--- config.mk ---
export PLATFORM = sky130hd
export DESIGN_NAME = owid_reader
export DESIGN_NICKNAME = d
export VERILOG_FILES = /design/src/rtl/owid_pkg.sv /design/src/rtl/owid_tick.sv /design/src/rtl/owid_sync.sv /design/src/rtl/owid_crc8.sv /design/src/rtl/owid_present.sv /design/src/rtl/owid_reader.sv
export SDC_FILE = /design/constraint.sdc
export NUM_CORES = 1
export LEC_CHECK = 0
export BUFFER_PORTS_ARGS = -buffer_cell sky130_fd_sc_hd__buf_4
export CAP_MARGIN = 20
export CORE_MARGIN = 3
export CORE_UTILIZATION = 50
export DETAILED_ROUTE_END_ITERATION = 8
export PLACE_DENSITY = 0.68
export SETUP_SLACK_MARGIN = 0.15
export SYNTH_ARGS = -nofsm -noshare
export SYNTH_HDL_FRONTEND = slang
export SYNTH_SLANG_ARGS = --single-unit
--- constraint.sdc ---
create_clock -name clk -period 5.2 [get_ports clk]
set_input_delay 0.26 -clock clk [delete_from_list [all_inputs] [get_ports clk]]
set_output_delay 0.26 -clock clk [all_outputs]
set_load 0.02 [all_outputs]
--- src/rtl/owid_pkg.sv ---
package owid_pkg;

  typedef enum logic [2:0] {
    S_RST_LOW,
    S_RST_WAIT,
    S_CMD,
    S_READ,
    S_CHECK,
    S_DONE,
    S_NODEV
  } owid_state_t;

  // one bit of the reflected CRC-8 (x^8+x^5+x^4+1)
  function automatic logic [7:0] crc8_step(input logic [7:0] c, input logic b, input logic [7:0] poly_r);
    logic fb;
    fb = b ^ c[0];
    return (c >> 1) ^ (fb ? poly_r : 8'h00);
  endfunction

endpackage

--- src/rtl/owid_tick.sv ---
module owid_tick #(
  parameter int DIV = 125
) (
  input  logic clk,
  input  logic rst,
  output logic tick
);
  localparam int W = (DIV > 1) ? $clog2(DIV) : 1;
  localparam logic [W-1:0] LAST = W'(DIV - 1);

  logic [W-1:0] cnt;

  always_ff @(posedge clk) begin
    if (rst) begin
      cnt  <= '0;
      tick <= 1'b0;
    end else if (cnt == LAST) begin
      cnt  <= '0;
      tick <= 1'b1;
    end else begin
      cnt  <= cnt + 1'b1;
      tick <= 1'b0;
    end
  end

  generate
    if (DIV > 1) begin : g_gap
      // ticks are separated by idle clocks when dividing
      a_r10_tick_gap: assert property (@(posedge clk) disable iff (rst) tick |=> !tick);
    end
  endgenerate
endmodule

--- src/rtl/owid_sync.sv ---
module owid_sync #(
  parameter int STAGES = 2
) (
  input  logic clk,
  input  logic rst,
  input  logic d,
  output logic q
);
  logic [STAGES-1:0] ff;

  always_ff @(posedge clk) begin
    if (rst) ff <= '1;
    else     ff <= {ff[STAGES-2:0], d};
  end

  assign q = ff[STAGES-1];
endmodule

--- src/rtl/owid_crc8.sv ---
module owid_crc8
  import owid_pkg::*;
#(
  parameter logic [7:0] POLY_R = 8'h8C
) (
  input  logic       clk,
  input  logic       rst,
  input  logic       en,
  input  logic       bit_in,
  output logic [7:0] crc
);
  always_ff @(posedge clk) begin
    if (rst)     crc <= 8'h00;
    else if (en) crc <= crc8_step(crc, bit_in, POLY_R);
  end
endmodule

--- src/rtl/owid_present.sv ---
module owid_present #(
  parameter int HOLD_US = 20
) (
  input  logic       clk,
  input  logic       rst,
  input  logic       tick,
  input  logic       load,
  input  logic [7:0] data,
  output logic [7:0] byte_out,
  output logic       strobe
);
  localparam int HW = $clog2(HOLD_US + 1);
  localparam logic [HW-1:0] HOLD_END = HW'(HOLD_US - 1);

  logic [HW-1:0] hcnt;

  always_ff @(posedge clk) begin
    if (rst) begin
      byte_out <= 8'h00;
      strobe   <= 1'b0;
      hcnt     <= '0;
    end else if (load) begin
      byte_out <= data;
      strobe   <= 1'b1;
      hcnt     <= '0;
    end else if (strobe && tick) begin
      if (hcnt == HOLD_END) strobe <= 1'b0;
      else                  hcnt   <= hcnt + 1'b1;
    end
  end

  // byte held while strobe is high
  a_r6_hold_stable: assert property (@(posedge clk) disable iff (rst)
    (strobe && $past(strobe) && !$past(load)) |-> $stable(byte_out));
endmodule

--- src/rtl/owid_reader.sv ---
module owid_reader
  import owid_pkg::*;
#(
  parameter int         TICK_DIV    = 125,
  parameter int         SYNC_STAGES = 2,
  parameter int         RESET_US    = 480,
  parameter int         PRES_US     = 70,
  parameter int         RECOVER_US  = 480,
  parameter int         SLOT_US     = 70,
  parameter int         W1_LOW_US   = 6,
  parameter int         W0_LOW_US   = 60,
  parameter int         RD_LOW_US   = 6,
  parameter int         SAMPLE_US   = 15,
  parameter int         STROBE_US   = 20,
  parameter logic [7:0] ROM_CMD     = 8'h33
) (
  input  logic        clk,
  input  logic        rst,
  input  logic        line_in,
  output logic        bus_low,
  output logic [7:0]  byte_out,
  output logic        byte_strobe,
  output logic [47:0] serial_out,
  output logic        id_good
);
  localparam int ROM_BYTES    = 8;
  localparam int ROM_BITS     = ROM_BYTES * 8;
  localparam int SERIAL_BYTES = 6;
  localparam int BW           = $clog2(ROM_BITS);
  localparam int MAX_US_A     = (RESET_US > RECOVER_US) ? RESET_US : RECOVER_US;
  localparam int MAX_US       = (MAX_US_A > SLOT_US) ? MAX_US_A : SLOT_US;
  localparam int CW           = $clog2(MAX_US + 1);

  localparam logic [CW-1:0] RST_END  = CW'(RESET_US - 1);
  localparam logic [CW-1:0] PRES_AT  = CW'(PRES_US);
  localparam logic [CW-1:0] REC_END  = CW'(RECOVER_US - 1);
  localparam logic [CW-1:0] SLOT_END = CW'(SLOT_US - 1);
  localparam logic [CW-1:0] W1_C     = CW'(W1_LOW_US);
  localparam logic [CW-1:0] W0_C     = CW'(W0_LOW_US);
  localparam logic [CW-1:0] RDL_C    = CW'(RD_LOW_US);
  localparam logic [CW-1:0] SAMP_AT  = CW'(SAMPLE_US);
  localparam logic [BW-1:0] LAST_BIT = BW'(ROM_BITS - 1);

  owid_state_t   state;
  logic [CW-1:0] us_cnt;
  logic [BW-1:0] bit_idx;
  logic          present;
  logic [7:0]    shreg;
  logic          tick;
  logic          line_s;
  logic          drive_c;
  logic          samp;
  logic          byte_done;
  logic [7:0]    new_byte;
  logic [7:0]    crc;

  owid_tick #(.DIV(TICK_DIV)) u_tick (
    .clk(clk), .rst(rst), .tick(tick)
  );

  owid_sync #(.STAGES(SYNC_STAGES)) u_sync (
    .clk(clk), .rst(rst), .d(line_in), .q(line_s)
  );

  assign samp      = tick && (state == S_READ) && (us_cnt == SAMP_AT);
  assign new_byte  = {line_s, shreg[7:1]};
  assign byte_done = samp && (bit_idx[2:0] == 3'd7);

  owid_crc8 #(.POLY_R(8'h8C)) u_crc (
    .clk(clk), .rst(rst), .en(samp), .bit_in(line_s), .crc(crc)
  );

  owid_present #(.HOLD_US(STROBE_US)) u_present (
    .clk(clk), .rst(rst), .tick(tick), .load(byte_done), .data(new_byte),
    .byte_out(byte_out), .strobe(byte_strobe)
  );

  // line drive for the current slot position
  always_comb begin
    drive_c = 1'b0;
    case (state)
      S_RST_LOW: drive_c = 1'b1;
      S_CMD:     drive_c = ROM_CMD[bit_idx[2:0]] ? (us_cnt < W1_C) : (us_cnt < W0_C);
      S_READ:    drive_c = (us_cnt < RDL_C);
      default:   drive_c = 1'b0;
    endcase
  end

  // sequencer
  always_ff @(posedge clk) begin
    if (rst) begin
      state   <= S_RST_LOW;
      us_cnt  <= '0;
      bit_idx <= '0;
      present <= 1'b0;
      shreg   <= 8'h00;
      id_good <= 1'b0;
      bus_low <= 1'b0;
    end else begin
      bus_low <= drive_c;
      if (state == S_CHECK) begin
        id_good <= (crc == 8'h00);
        state   <= S_DONE;
      end else if (tick) begin
        case (state)
          S_RST_LOW: begin
            if (us_cnt == RST_END) begin
              state  <= S_RST_WAIT;
              us_cnt <= '0;
            end else us_cnt <= us_cnt + 1'b1;
          end
          S_RST_WAIT: begin
            if (us_cnt == PRES_AT) present <= ~line_s;
            if (us_cnt == REC_END) begin
              state   <= present ? S_CMD : S_NODEV;
              us_cnt  <= '0;
              bit_idx <= '0;
            end else us_cnt <= us_cnt + 1'b1;
          end
          S_CMD: begin
            if (us_cnt == SLOT_END) begin
              us_cnt <= '0;
              if (bit_idx[2:0] == 3'd7) begin
                state   <= S_READ;
                bit_idx <= '0;
              end else bit_idx <= bit_idx + 1'b1;
            end else us_cnt <= us_cnt + 1'b1;
          end
          S_READ: begin
            if (samp) shreg <= new_byte;
            if (us_cnt == SLOT_END) begin
              us_cnt <= '0;
              if (bit_idx == LAST_BIT) state <= S_CHECK;
              else                     bit_idx <= bit_idx + 1'b1;
            end else us_cnt <= us_cnt + 1'b1;
          end
          default: ;
        endcase
      end
    end
  end

  // serial field: frame byte j (1..6) lands in slice j-1
  always_ff @(posedge clk) begin
    if (rst) serial_out <= '0;
    else if (byte_done) begin
      for (int j = 1; j <= SERIAL_BYTES; j++) begin
        if (bit_idx[BW-1:3] == 3'(j)) serial_out[(j-1)*8 +: 8] <= new_byte;
      end
    end
  end

  // reset low is held throughout the reset phase
  a_r1_reset_low: assert property (@(posedge clk) disable iff (rst)
    (state == S_RST_LOW && !$past(rst)) |-> bus_low);

  // with no device the line stays released and nothing is strobed
  a_r2_idle_absent: assert property (@(posedge clk) disable iff (rst)
    (state == S_NODEV && $past(state) == S_NODEV) |-> (!bus_low && !byte_strobe));

  // the master has released the line when a read bit is taken
  a_r4_sample_released: assert property (@(posedge clk) disable iff (rst)
    samp |-> !bus_low);

  // strobes only start during the receive phase
  a_r5_strobe_in_read: assert property (@(posedge clk) disable iff (rst)
    $rose(byte_strobe) |-> (state == S_READ || state == S_CHECK));

  // identity flag only once the frame is finished
  a_r8_good_when_done: assert property (@(posedge clk) disable iff (rst)
    id_good |-> (state == S_DONE));
endmodule

==> metrics.yaml <==
cts_resized: 0
overflow: 0
met1_length_mm: 4.44
avgSynthCellArea_um2: 8.84
cts_hold_buf: 0
drtIter0Drc: 199
syn_inst: 511
period_minus_slack_ns: 2.76
wl_met3_um: 513
routed_wl_mm: 9.63
dp_hpwl_mm: 6.57
dp_slack_ns: 2.48
grt_start_max_net_pins: 85
synth_simple_gate_area_share_pct: 23.5
portBuffers: 61
gp_congestion: 0.811
cp-startpoint: "us_cnt[0]"
synth_edf_count: 0
num_antenna_cells: 0
skew_ns: 0.00966
crit_path_max_incr_delay_ns: 0.68
start_util_pct: 51.5
end_kind: "flop"
grt_first_pass_wirelength_mm: 16.1
synth_seq_area_share_pct: 48.3
synthMuxAreaShare_pct: 10.0
crit_type: "reg2reg"
p_leak_nw: 2.28
hold_start: "line_in"
ir_drop_v: 0.000168
clock_latency_ns: 0.37
num_rows: 34
ys_warn_count: 0
synth_area_um2: 4520
outcome: "completed"
period_share_pct: 53.2
hold_viol_final: 0
core-area_um2: 8760
critPathMostFrequentCell: "and4_1"
cp_max_fo: 22
drc_errors: 0
synthDominantCellAreaShare_pct: 48.3
synth-compound-area-share_pct: 7.40
final_cell_mix: "109 x dfxtp_1, 76 x nor2_1, 70 x nand2_1, 61 x buf_4, 44 x mux2i_1"
hold_class: "in2reg"
netlist_top_cells_area: "dfxtp_1 48%, mux2i_1 9.8%, nor2_1 6.3%"
cp_num_buf_inv: 0
finalWorstSetupSlack_ns: 2.44
clkSinkCount: 109
max_freq_mhz: 362
cap_violations: 0
cts-root-buf: "clkbuf_8"
clockBufferDepth: 2
drive_gt1_share_pct: 17.3
synth_ff_type: "dfxtp_1"
cp.arrival_ns: 3.00
drtAntennaViolNets: 0
die-area_um2: 10200
detail_route.wl_per_cell_um: 14.6
die_h_um: 101
slew_violations: 0
cts_buffers: 9
yosys.area.top_type: "dfxtp_1"
antenna_found_initial: 0
postCtsSetupBuffers: 0
setup_viol: 0
worst_pin_slew_ns: 0.847
routed.top_layer: "met4"
synth.net_count: 522
syn2layout_area_growth_pct: 14.0
synth_cell_types: 48
multiInputGateArea_um2: 2120
vias: 3563
tns_ns: 0
fill_cells: 780
p_per_area_nw_per_um2: 273
relSlewSlack_pct: 43.6
finalNetCount: 556
mostFrequentLayoutCell: "dfxtp_1"
synth_xor_area_share_pct: 3.88
clk_pin_slew_ns: 0.11
wl_met2_mm: 4.60
cp-start-kind: "flop"
firstDrtPassIters: 5
rsz0062_at_grt: "false"
via_per_inst: 5.41
critPathTopFamily: "simple AND/OR/NAND/NOR gates"
pin_count: 62
die_x_um: 101
grt_pass1_vias: 3345
htree_levels: 3
cts_tree: "done"
required_ns: 5.43
synth_top_family_by_area: "simple AND/OR/NAND/NOR gates"
synthAdderAreaFrac_pct: 2.22
r2r-start: "us_cnt[0]"
ys_async_sr_fraction_pct: 0
yosys_register_bits: 109
cpMaxStageDelayCell: "and4_1"
crit_chain: "ha_1 > and4_1 > and4_1 > nand4b_1 > mux2i_1 > nor2_1"
track_usage_pct: 19.5
register_area_um2: 2180
==> through the flow <==
step	hold WS (ns)	power [mW]	utilization, %	std cells	area [µm²]
finish	0.0630	1.40	58.7	658	5150
global route	0.0411	1.46	58.7	658	5150
CTS	0.0405	1.42	58.7	658	5150
detailed placement	0.406	0.883	56.3	642	4930
global placement	0.396	0.882	56.3	642	4930
floorplan	0.364	0.877	-	511	4520
==> cell families (layout without fill, tap and decap cells) <==
logic type | Yosys count | in the layout
adders and majority gates | 8 | 8
AOI/OAI and AO/OA | 57 | 57
buffers and inverters | 47 | 86
and+or+nand+nor | 225 | 225
xor gates and xnor gates | 20 | 20
DFF | 109 | 109
muxes | 45 | 45
==> flip-flops by register name, indices dropped and copies added (netlist names), named ones only <==
register and cells:
u_sync.ff 2, bus_low 1, bit_idx 6, shreg 7, serial_out 48, u_tick.tick 1, state 3, present 1
u_tick.cnt 7, u_crc.crc 8, id_good 1, u_present.hcnt 5, u_present.byte_out 8, u_present.strobe 1, us_cnt 9
==> layout make-up <==
type	instances	share of cell area, %
sequential	109	42.4
multi-input combinational	355	41.2
timing repair buffer	61	8.90
tap	108	2.63
clock buffer	9	2.41
clock inverter	7	1.82
inverter	9	0.656
==> Yosys cell counts (2+ instances only) <==
| cell | number |
|---|---|
| nor4_1 | 4 |
| or2_2 | 4 |
| nand3_1 | 19 |
| buf_6 | 3 |
| or4_4 | 2 |
| nand4_1 | 10 |
| o21a_1 | 2 |
| a21oi_2 | 3 |
| and4_1 | 4 |
| o21ai_0 | 7 |
| nand2_2 | 3 |
| xor2_1 | 10 |
| or3_1 | 2 |
| nor2b_1 | 3 |
| clkbuf_1 | 25 |
| a21oi_1 | 33 |
| ha_1 | 8 |
| o211ai_1 | 2 |
| and3_1 | 5 |
| nand4b_1 | 4 |
| nor4b_1 | 2 |
| and2_1 | 2 |
| inv_1 | 9 |
| a31o_2 | 2 |
| buf_2 | 9 |
| nand2_1 | 70 |
| nor3_1 | 4 |
| nor2_1 | 76 |
| mux2i_1 | 44 |
| xnor2_1 | 10 |
| nand2b_1 | 2 |
| nor3b_1 | 4 |
| dfxtp_1 | 109 |
==> worst register-to-register path, cell delays in order, from the launching register on <==
cell      delay (ns)
dfxtp_1         0.44
ha_1            0.27
and4_1          0.20
and4_1          0.68
nand4b_1        0.64
mux2i_1         0.35
nor2_1          0.05
==> report_power, final <==
group | switching [mW] | total (mW) | internal [mW]
Sequential | 0.00306 | 0.840 | 0.837
Clock | 0.305 | 0.541 | 0.236
Combinational | 0.0173 | 0.0230 | 0.00569
==> metal layers <==
layer	track usage, %	up-vias
met1	26.6	1671
met5	0	-
met4	5.73	0
met3	5.12	8
met2	30.5	103
li1	-	1781
==> path summary, 6_finish.rpt <==
check                                      to  slack, ns  cells after the start
worst max-delay path            serial_out[6]       2.44                      6
worst min-delay path             u_sync.ff[0]       0.06                      2
worst max register to register  serial_out[6]       2.44                      6
worst min register to register   u_sync.ff[1]       0.43                      1
(Power assumes the default switching activity.)
